===== src/rtl/cw_pkg.sv =====
package cw_pkg;

  localparam int unsigned WORD_W   = 16;
  localparam int unsigned KIND_BIT = 15;

  typedef enum logic {
    WK_REG    = 1'b0,
    WK_SAMPLE = 1'b1
  } word_kind_e;

  // Linear slot index inside the circular capture buffer.
  function automatic int unsigned slot_index(int unsigned blk, int unsigned ch,
                                             int unsigned chans);
    return blk * chans + ch;
  endfunction

  // Block index that follows blk in a ring of the given length.
  function automatic int unsigned block_after(int unsigned blk, int unsigned blocks);
    return (blk + 1 >= blocks) ? 0 : blk + 1;
  endfunction

  // True when the block now completing reaches the divider count.
  function automatic bit divider_hit(int unsigned done_before, int unsigned div);
    int unsigned eff;
    eff = (div == 0) ? 1 : div;
    return (done_before + 1) >= eff;
  endfunction

endpackage


===== src/rtl/cw_byte_assembler.sv =====
module cw_byte_assembler
  import cw_pkg::*;
(
  input  logic              clk,
  input  logic              rst_n,
  input  logic              rx_valid,
  input  logic [7:0]        rx_byte,
  input  logic              frame_sync,
  output logic              word_stb,
  output logic [WORD_W-1:0] word_ctrl,
  output logic [WORD_W-1:0] word_data,
  output logic              byte_pending,
  output logic              align_err
);

  logic [1:0]  phase;
  logic [23:0] held;

  assign byte_pending = (phase != 2'd0);

  always_ff @(posedge clk or negedge rst_n) begin
    if (!rst_n) begin
      phase     <= '0;
      held      <= '0;
      word_stb  <= 1'b0;
      word_ctrl <= '0;
      word_data <= '0;
      align_err <= 1'b0;
    end else begin
      word_stb <= 1'b0;
      if (frame_sync) begin
        if (phase != 2'd0) align_err <= 1'b1;
        if (rx_valid) begin
          held  <= {held[15:0], rx_byte};
          phase <= 2'd1;
        end else begin
          phase <= 2'd0;
        end
      end else if (rx_valid) begin
        if (phase == 2'd3) begin
          word_ctrl <= held[23:8];
          word_data <= {held[7:0], rx_byte};
          word_stb  <= 1'b1;
          phase     <= 2'd0;
        end else begin
          held  <= {held[15:0], rx_byte};
          phase <= phase + 2'd1;
        end
      end
    end
  end

endmodule


===== src/rtl/cw_slot_writer.sv =====
module cw_slot_writer
  import cw_pkg::*;
#(
  parameter int unsigned CHANNELS = 64,
  parameter int unsigned BLOCKS   = 10000,
  parameter int unsigned REGS     = 16,
  localparam int unsigned CH_W    = $clog2(CHANNELS),
  localparam int unsigned BLK_W   = $clog2(BLOCKS),
  localparam int unsigned ADDR_W  = $clog2(BLOCKS * CHANNELS),
  localparam int unsigned REG_AW  = $clog2(REGS)
) (
  input  logic              clk,
  input  logic              rst_n,
  input  logic              word_stb,
  input  logic [WORD_W-1:0] word_ctrl,
  input  logic [WORD_W-1:0] word_data,
  input  logic [REG_AW-1:0] reg_rd_addr,
  output logic              mem_we,
  output logic [ADDR_W-1:0] mem_addr,
  output logic [WORD_W-1:0] mem_wdata,
  output logic [BLK_W-1:0]  blk_ptr,
  output logic              block_done,
  output logic [WORD_W-1:0] reg_rd_data
);

  logic              is_sample;
  logic              is_reg;
  logic [CH_W-1:0]   chan;
  logic [REG_AW-1:0] reg_idx;
  logic [WORD_W-1:0] regs [REGS];
  logic              unused_ctrl;

  assign is_sample   = word_stb && (word_kind_e'(word_ctrl[KIND_BIT]) == WK_SAMPLE);
  assign is_reg      = word_stb && (word_kind_e'(word_ctrl[KIND_BIT]) == WK_REG);
  assign chan        = word_ctrl[CH_W-1:0];
  assign reg_idx     = word_ctrl[REG_AW-1:0];
  assign block_done  = is_sample && (chan == CH_W'(CHANNELS - 1));
  assign unused_ctrl = ^word_ctrl;

  always_ff @(posedge clk or negedge rst_n) begin
    if (!rst_n) begin
      mem_we    <= 1'b0;
      mem_addr  <= '0;
      mem_wdata <= '0;
      blk_ptr   <= '0;
    end else begin
      mem_we <= is_sample;
      if (is_sample) begin
        mem_addr  <= ADDR_W'(slot_index(32'(blk_ptr), 32'(chan), CHANNELS));
        mem_wdata <= word_data;
      end
      if (block_done)
        blk_ptr <= BLK_W'(block_after(32'(blk_ptr), BLOCKS));
    end
  end

  for (genvar g = 0; g < REGS; g++) begin : g_reg
    always_ff @(posedge clk or negedge rst_n) begin
      if (!rst_n)
        regs[g] <= '0;
      else if (is_reg && (reg_idx == REG_AW'(g)))
        regs[g] <= word_data;
    end
  end

  assign reg_rd_data = regs[reg_rd_addr];

endmodule


===== src/rtl/cw_irq_pacer.sv =====
module cw_irq_pacer
  import cw_pkg::*;
#(
  parameter int unsigned DIV_W  = 8,
  parameter int unsigned MISS_W = 8
) (
  input  logic              clk,
  input  logic              rst_n,
  input  logic              block_done,
  input  logic [DIV_W-1:0]  irq_div,
  input  logic              irq_ack,
  output logic              irq,
  output logic              irq_due,
  output logic [MISS_W-1:0] miss_count
);

  logic [DIV_W-1:0] done_cnt;

  assign irq_due = block_done && divider_hit(32'(done_cnt), 32'(irq_div));

  always_ff @(posedge clk or negedge rst_n) begin
    if (!rst_n) begin
      done_cnt   <= '0;
      irq        <= 1'b0;
      miss_count <= '0;
    end else begin
      if (irq_due)
        done_cnt <= '0;
      else if (block_done)
        done_cnt <= done_cnt + 1'b1;

      if (irq_due)
        irq <= 1'b1;
      else if (irq_ack)
        irq <= 1'b0;

      if (irq_due && irq && !irq_ack && (miss_count != '1))
        miss_count <= miss_count + 1'b1;
    end
  end

endmodule


===== src/rtl/capture_writer.sv =====
module capture_writer
  import cw_pkg::*;
#(
  parameter int unsigned CHANNELS = 64,
  parameter int unsigned BLOCKS   = 10000,
  parameter int unsigned REGS     = 16,
  parameter int unsigned DIV_W    = 8,
  parameter int unsigned MISS_W   = 8,
  localparam int unsigned BLK_W   = $clog2(BLOCKS),
  localparam int unsigned ADDR_W  = $clog2(BLOCKS * CHANNELS),
  localparam int unsigned REG_AW  = $clog2(REGS)
) (
  input  logic              clk,
  input  logic              rst_n,
  input  logic              rx_valid,
  input  logic [7:0]        rx_byte,
  input  logic              frame_sync,
  input  logic [DIV_W-1:0]  irq_div,
  input  logic              irq_ack,
  input  logic [REG_AW-1:0] reg_rd_addr,
  output logic              mem_we,
  output logic [ADDR_W-1:0] mem_addr,
  output logic [15:0]       mem_wdata,
  output logic [BLK_W-1:0]  blk_ptr,
  output logic              irq,
  output logic [MISS_W-1:0] miss_count,
  output logic              align_err,
  output logic [15:0]       reg_rd_data
);

  // Internal events brought out by name for the checker.
  logic              word_stb;
  logic [WORD_W-1:0] word_ctrl;
  logic [WORD_W-1:0] word_data;
  logic              byte_pending;
  logic              block_done;
  logic              irq_due;

  cw_byte_assembler u_asm (
    .clk          (clk),
    .rst_n        (rst_n),
    .rx_valid     (rx_valid),
    .rx_byte      (rx_byte),
    .frame_sync   (frame_sync),
    .word_stb     (word_stb),
    .word_ctrl    (word_ctrl),
    .word_data    (word_data),
    .byte_pending (byte_pending),
    .align_err    (align_err)
  );

  cw_slot_writer #(
    .CHANNELS (CHANNELS),
    .BLOCKS   (BLOCKS),
    .REGS     (REGS)
  ) u_wr (
    .clk         (clk),
    .rst_n       (rst_n),
    .word_stb    (word_stb),
    .word_ctrl   (word_ctrl),
    .word_data   (word_data),
    .reg_rd_addr (reg_rd_addr),
    .mem_we      (mem_we),
    .mem_addr    (mem_addr),
    .mem_wdata   (mem_wdata),
    .blk_ptr     (blk_ptr),
    .block_done  (block_done),
    .reg_rd_data (reg_rd_data)
  );

  cw_irq_pacer #(
    .DIV_W  (DIV_W),
    .MISS_W (MISS_W)
  ) u_irq (
    .clk        (clk),
    .rst_n      (rst_n),
    .block_done (block_done),
    .irq_div    (irq_div),
    .irq_ack    (irq_ack),
    .irq        (irq),
    .irq_due    (irq_due),
    .miss_count (miss_count)
  );

endmodule


===== config.mk =====
export PLATFORM = sky130hd
export DESIGN_NAME = capture_writer
export DESIGN_NICKNAME = d
export VERILOG_FILES = /design/src/rtl/cw_pkg.sv /design/src/rtl/cw_byte_assembler.sv /design/src/rtl/cw_slot_writer.sv /design/src/rtl/cw_irq_pacer.sv /design/src/rtl/capture_writer.sv
export SDC_FILE = /design/constraint.sdc
export NUM_CORES = 1
export LEC_CHECK = 0
export ABC_AREA = 1
export BUFFER_PORTS_ARGS = -buffer_cell sky130_fd_sc_hd__buf_2
export CAP_MARGIN = 20
export CORE_MARGIN = 2
export CORE_UTILIZATION = 30
export CTS_BUF_LIST = sky130_fd_sc_hd__clkbuf_16
export DETAILED_ROUTE_END_ITERATION = 6
export PLACE_DENSITY = 0.55
export SLEW_MARGIN = 0
export SYNTH_ARGS = -nofsm -noshare
export SYNTH_HDL_FRONTEND = slang
export SYNTH_SLANG_ARGS = --single-unit

===== constraint.sdc =====
create_clock -name clk -period 4.8 [get_ports clk]
set_clock_uncertainty 0.15 [all_clocks]
set_input_delay 0.48 -clock clk [delete_from_list [all_inputs] [get_ports clk]]
set_output_delay 0.48 -clock clk [all_outputs]
set_load 0.05 [all_outputs]

==> impl_metrics.tcl <==
set metrics [dict create \
    status "finished, final reports clean" \
    clkSlewWorstSetupHoldPaths_ns 0.06 \
    period_share 0.632 \
    setup_viol 0 \
    power.internal_uw 5610 \
    synth_area_leader_cell "dfrtp_1" \
    vias 12900 \
    comb_power_share 0.184 \
    dr.pass1.iters 5 \
    swShare 0.327 \
    path_buf_inv 3 \
    drtIter0Drc 1101 \
    worstMarginPinSlew_ns 1.01 \
    ys_async_sr_fraction 1.00 \
    netlist.area_leader.share 0.555 \
    grt_max_degree 118 \
    max-clock-path-buffers 3 \
    io_pins 102 \
    initial_core_util 0.302 \
    reg2reg_setup_slack_ns 2.01 \
    clock_latency_ns 0.59 \
    timing.max_cap.violations 0 \
    crit_fanout 88 \
    postSynthCellCount 1850 \
    grt_overflow 0 \
    viasPerCell 4.89 \
    yosys.area_share.xor_xnor 0.0106 \
    syn-cell-area_sq_um 16500 \
    antenna_found_initial 1 \
    layout_min_cycle_time_ns 3.04 \
    yosys_warnings 0 \
    synth_nets 1888 \
    clock-sinks 367 \
    synthFlopType "dfrtp_1" \
    hold_viol 0 \
    grt_pass1_vias 12700 \
    fill_cells 5627 \
    gp_congestion 0.803 \
    core_sq_um 54800 \
    synth_top_cells_by_count "nand2_1, o21ai_0, dfrtp_1" \
    synthSimpleGateAreaFrac 0.143 \
    slew_headroom 0.325 \
    synth_top_family_by_area "compound AO/OA/AOI/OAI gates" \
    cts_root_buf "clkbuf_16" \
    std_cell_rows 86 \
    routed_wl_mm 46.8 \
    ir_drop_uv 271 \
    cts_made_buffers 41 \
    dieWidth_microns 239 \
    drive_above_1_share 0.119 \
    clkPwrFrac 0.389 \
    cp.arrival_ns 2.41 \
    cp-end-kind "output port" \
    p_seq_frac 0.427 \
    placed_cells 2557 \
    synth_edf_count 0 \
    fmax_ghz 0.329 \
    ys_seq_elements 367 \
    slew_viol_final 0 \
    yosysMostFrequentCell "nand2_1" \
    die_h_microns 239 \
    synth_compound_area_frac 0.181 \
    portBuffers 101 \
    critPathSlowestCell "buf_6" \
    crit_type "input port to output port" \
    avgSynthCellArea_sq_um 8.94 \
    synth_mux_area_frac 0.0401 \
    cts_tree "built" \
    yosysSeqAreaShare 0.555 \
    yosys.cell_types.count 40 \
    synth_area_leaders "dfrtp_1, o21ai_0, nand2_1" \
    nNetsFinal 1945 \
    htreeDepth 2 \
    worst_path_largest_cell_delay_ns 0.53 \
    areaGrowthSynthToFinish_pct 15.9 \
    post_drt_wl_per_cell_microns 17.7 \
    post_cts_resized 0 \
    hp-class "input port to register" \
    synth_fa_ha_area_frac 0.00983 \
    grtUsageTotal 0.167 \
    critPathTopFamily "buffers and inverters" \
    dp_hpwl_mm 28.5 \
    worstPathCellList "buf_6, buf_4, mux2i_1, o211ai_1, nand3_1, nand2_1, buf_2" \
    die_area_sq_um 57000 \
    ant_nets 0 \
    drcViolationCount 0 \
    rsz0062_at_grt "no" \
    leakage_uw 0.00879 \
    power.density_nw_per_um2 435 \
    grt_pass1_wl_mm 74.3 \
    start_kind "input port" \
    fin_cells 2642 \
    p_switching_uw 2730 \
    cp_data_required_time_ns 4.17 \
    tns_ns 0 \
]
## worst reg2reg max path, delay by kind of cell (launching register included)
kind                     cells  cell delay [ns]
XOR/XNOR                     1             0.24
AO/OA/AOI/OAI                4             0.49
adder cells (fa/ha/maj)      1             0.28
flip-flops                   1             0.43
AND/OR/NAND/NOR              7             0.99
buffers and inverters        1             0.09
## layout make-up
type	instances	area [sq um]	share of cell area
sequential	367	9180	0.479
multi-input combinational	1223	6350	0.331
clock buffer	41	1030	0.0535
tap	704	881	0.0459
timing repair buffer	140	880	0.0459
inverter	134	503	0.0262
clock inverter	32	344	0.0179
antenna	1	2.50	0.000131
## what timing repair did
item,4_1_cts,5_1_grt
endpoints found under the hold margin,131,0
hold buffers,11,0
setup buffers,0,0
## power by group through the flow
stage                     combinational (uW)  sequential [uW]  clock (uW)
after floorplan                          677             3900           0
after global placement                  1540             3600           0
after detailed placement                1550             3610           0
after CTS                               1570             3560        3320
after global routing                    1710             3600        3450
final                                   1530             3560        3240
## path summary, 6_finish.rpt
check,from,to,cells after the start
max,reg_rd_addr[0],reg_rd_data[7],7
min,rx_valid,u_asm.held[5]$_DFFE_PN0P_,3
max reg2reg,u_irq.done_cnt[0]$_DFFE_PN0P_,u_irq.miss_count[2]$_DFFE_PN0P_,14
min reg2reg,u_asm.held[15]$_DFFE_PN0P_,u_asm.held[15]$_DFFE_PN0P_,2
max in group asynchronous,rst_n,u_irq.miss_count[0]$_DFFE_PN0P_,3
min in group asynchronous,rst_n,u_wr.regs[128]$_DFFE_PN0P_,2
## per-layer routing
layer,vias to the layer above,track usage,share of wire
met2,320,0.263,0.45
met5,-,0,0
met4,0,0.0544,0.026
met1,6230,0.231,0.47
met3,70,0.0334,0.057
li1,6291,-,-
## through the flow
step	cell area (sq um)	setup WS (ns)	hold WS (ns)	util	total power (uW)
6_report	19200	1.76	0.150	0.350	8330
5_1_grt	19200	1.61	0.158	0.350	8760
4_1_cts	19200	1.77	0.117	0.350	8440
3_5_place_dp	17700	1.76	0.311	0.323	5160
3_3_place_gp	17700	1.74	0.305	0.323	5140
2_1_floorplan	16500	2.42	0.0344	-	4570
## sequential cells by signal, summed over array words and instances, names as in the netlist, 2 cells and up
signal	flops
u_asm.held	16
u_asm.phase	2
u_asm.word_ctrl	7
u_asm.word_data	16
u_irq.done_cnt	8
u_irq.miss_count	8
u_wr.blk_ptr	14
u_wr.mem_addr	20
u_wr.mem_wdata	16
u_wr.regs	256
## cell usage in the layout (no fill, tap or decap), types with 25 or more instances in the layout
cell type,Yosys,routed
nand2_1,457,456
buf_4,1,25
buf_2,13,99
inv_1,127,138
nand3_1,56,56
o211ai_1,64,64
dfrtp_1,367,367
clkbuf_16,0,41
mux2i_1,64,64
o21ai_0,403,403
a21oi_1,68,68
## kinds of logic after synthesis
logic type / count (synthesis)
muxes: 66
xor gates and xnor gates: 20
DFF: 367
adders and majority gates: 13
AOI/OAI and AO/OA: 554
buffers and inverters: 260
and+or+nand+nor: 570
(Power assumes the default switching activity.)
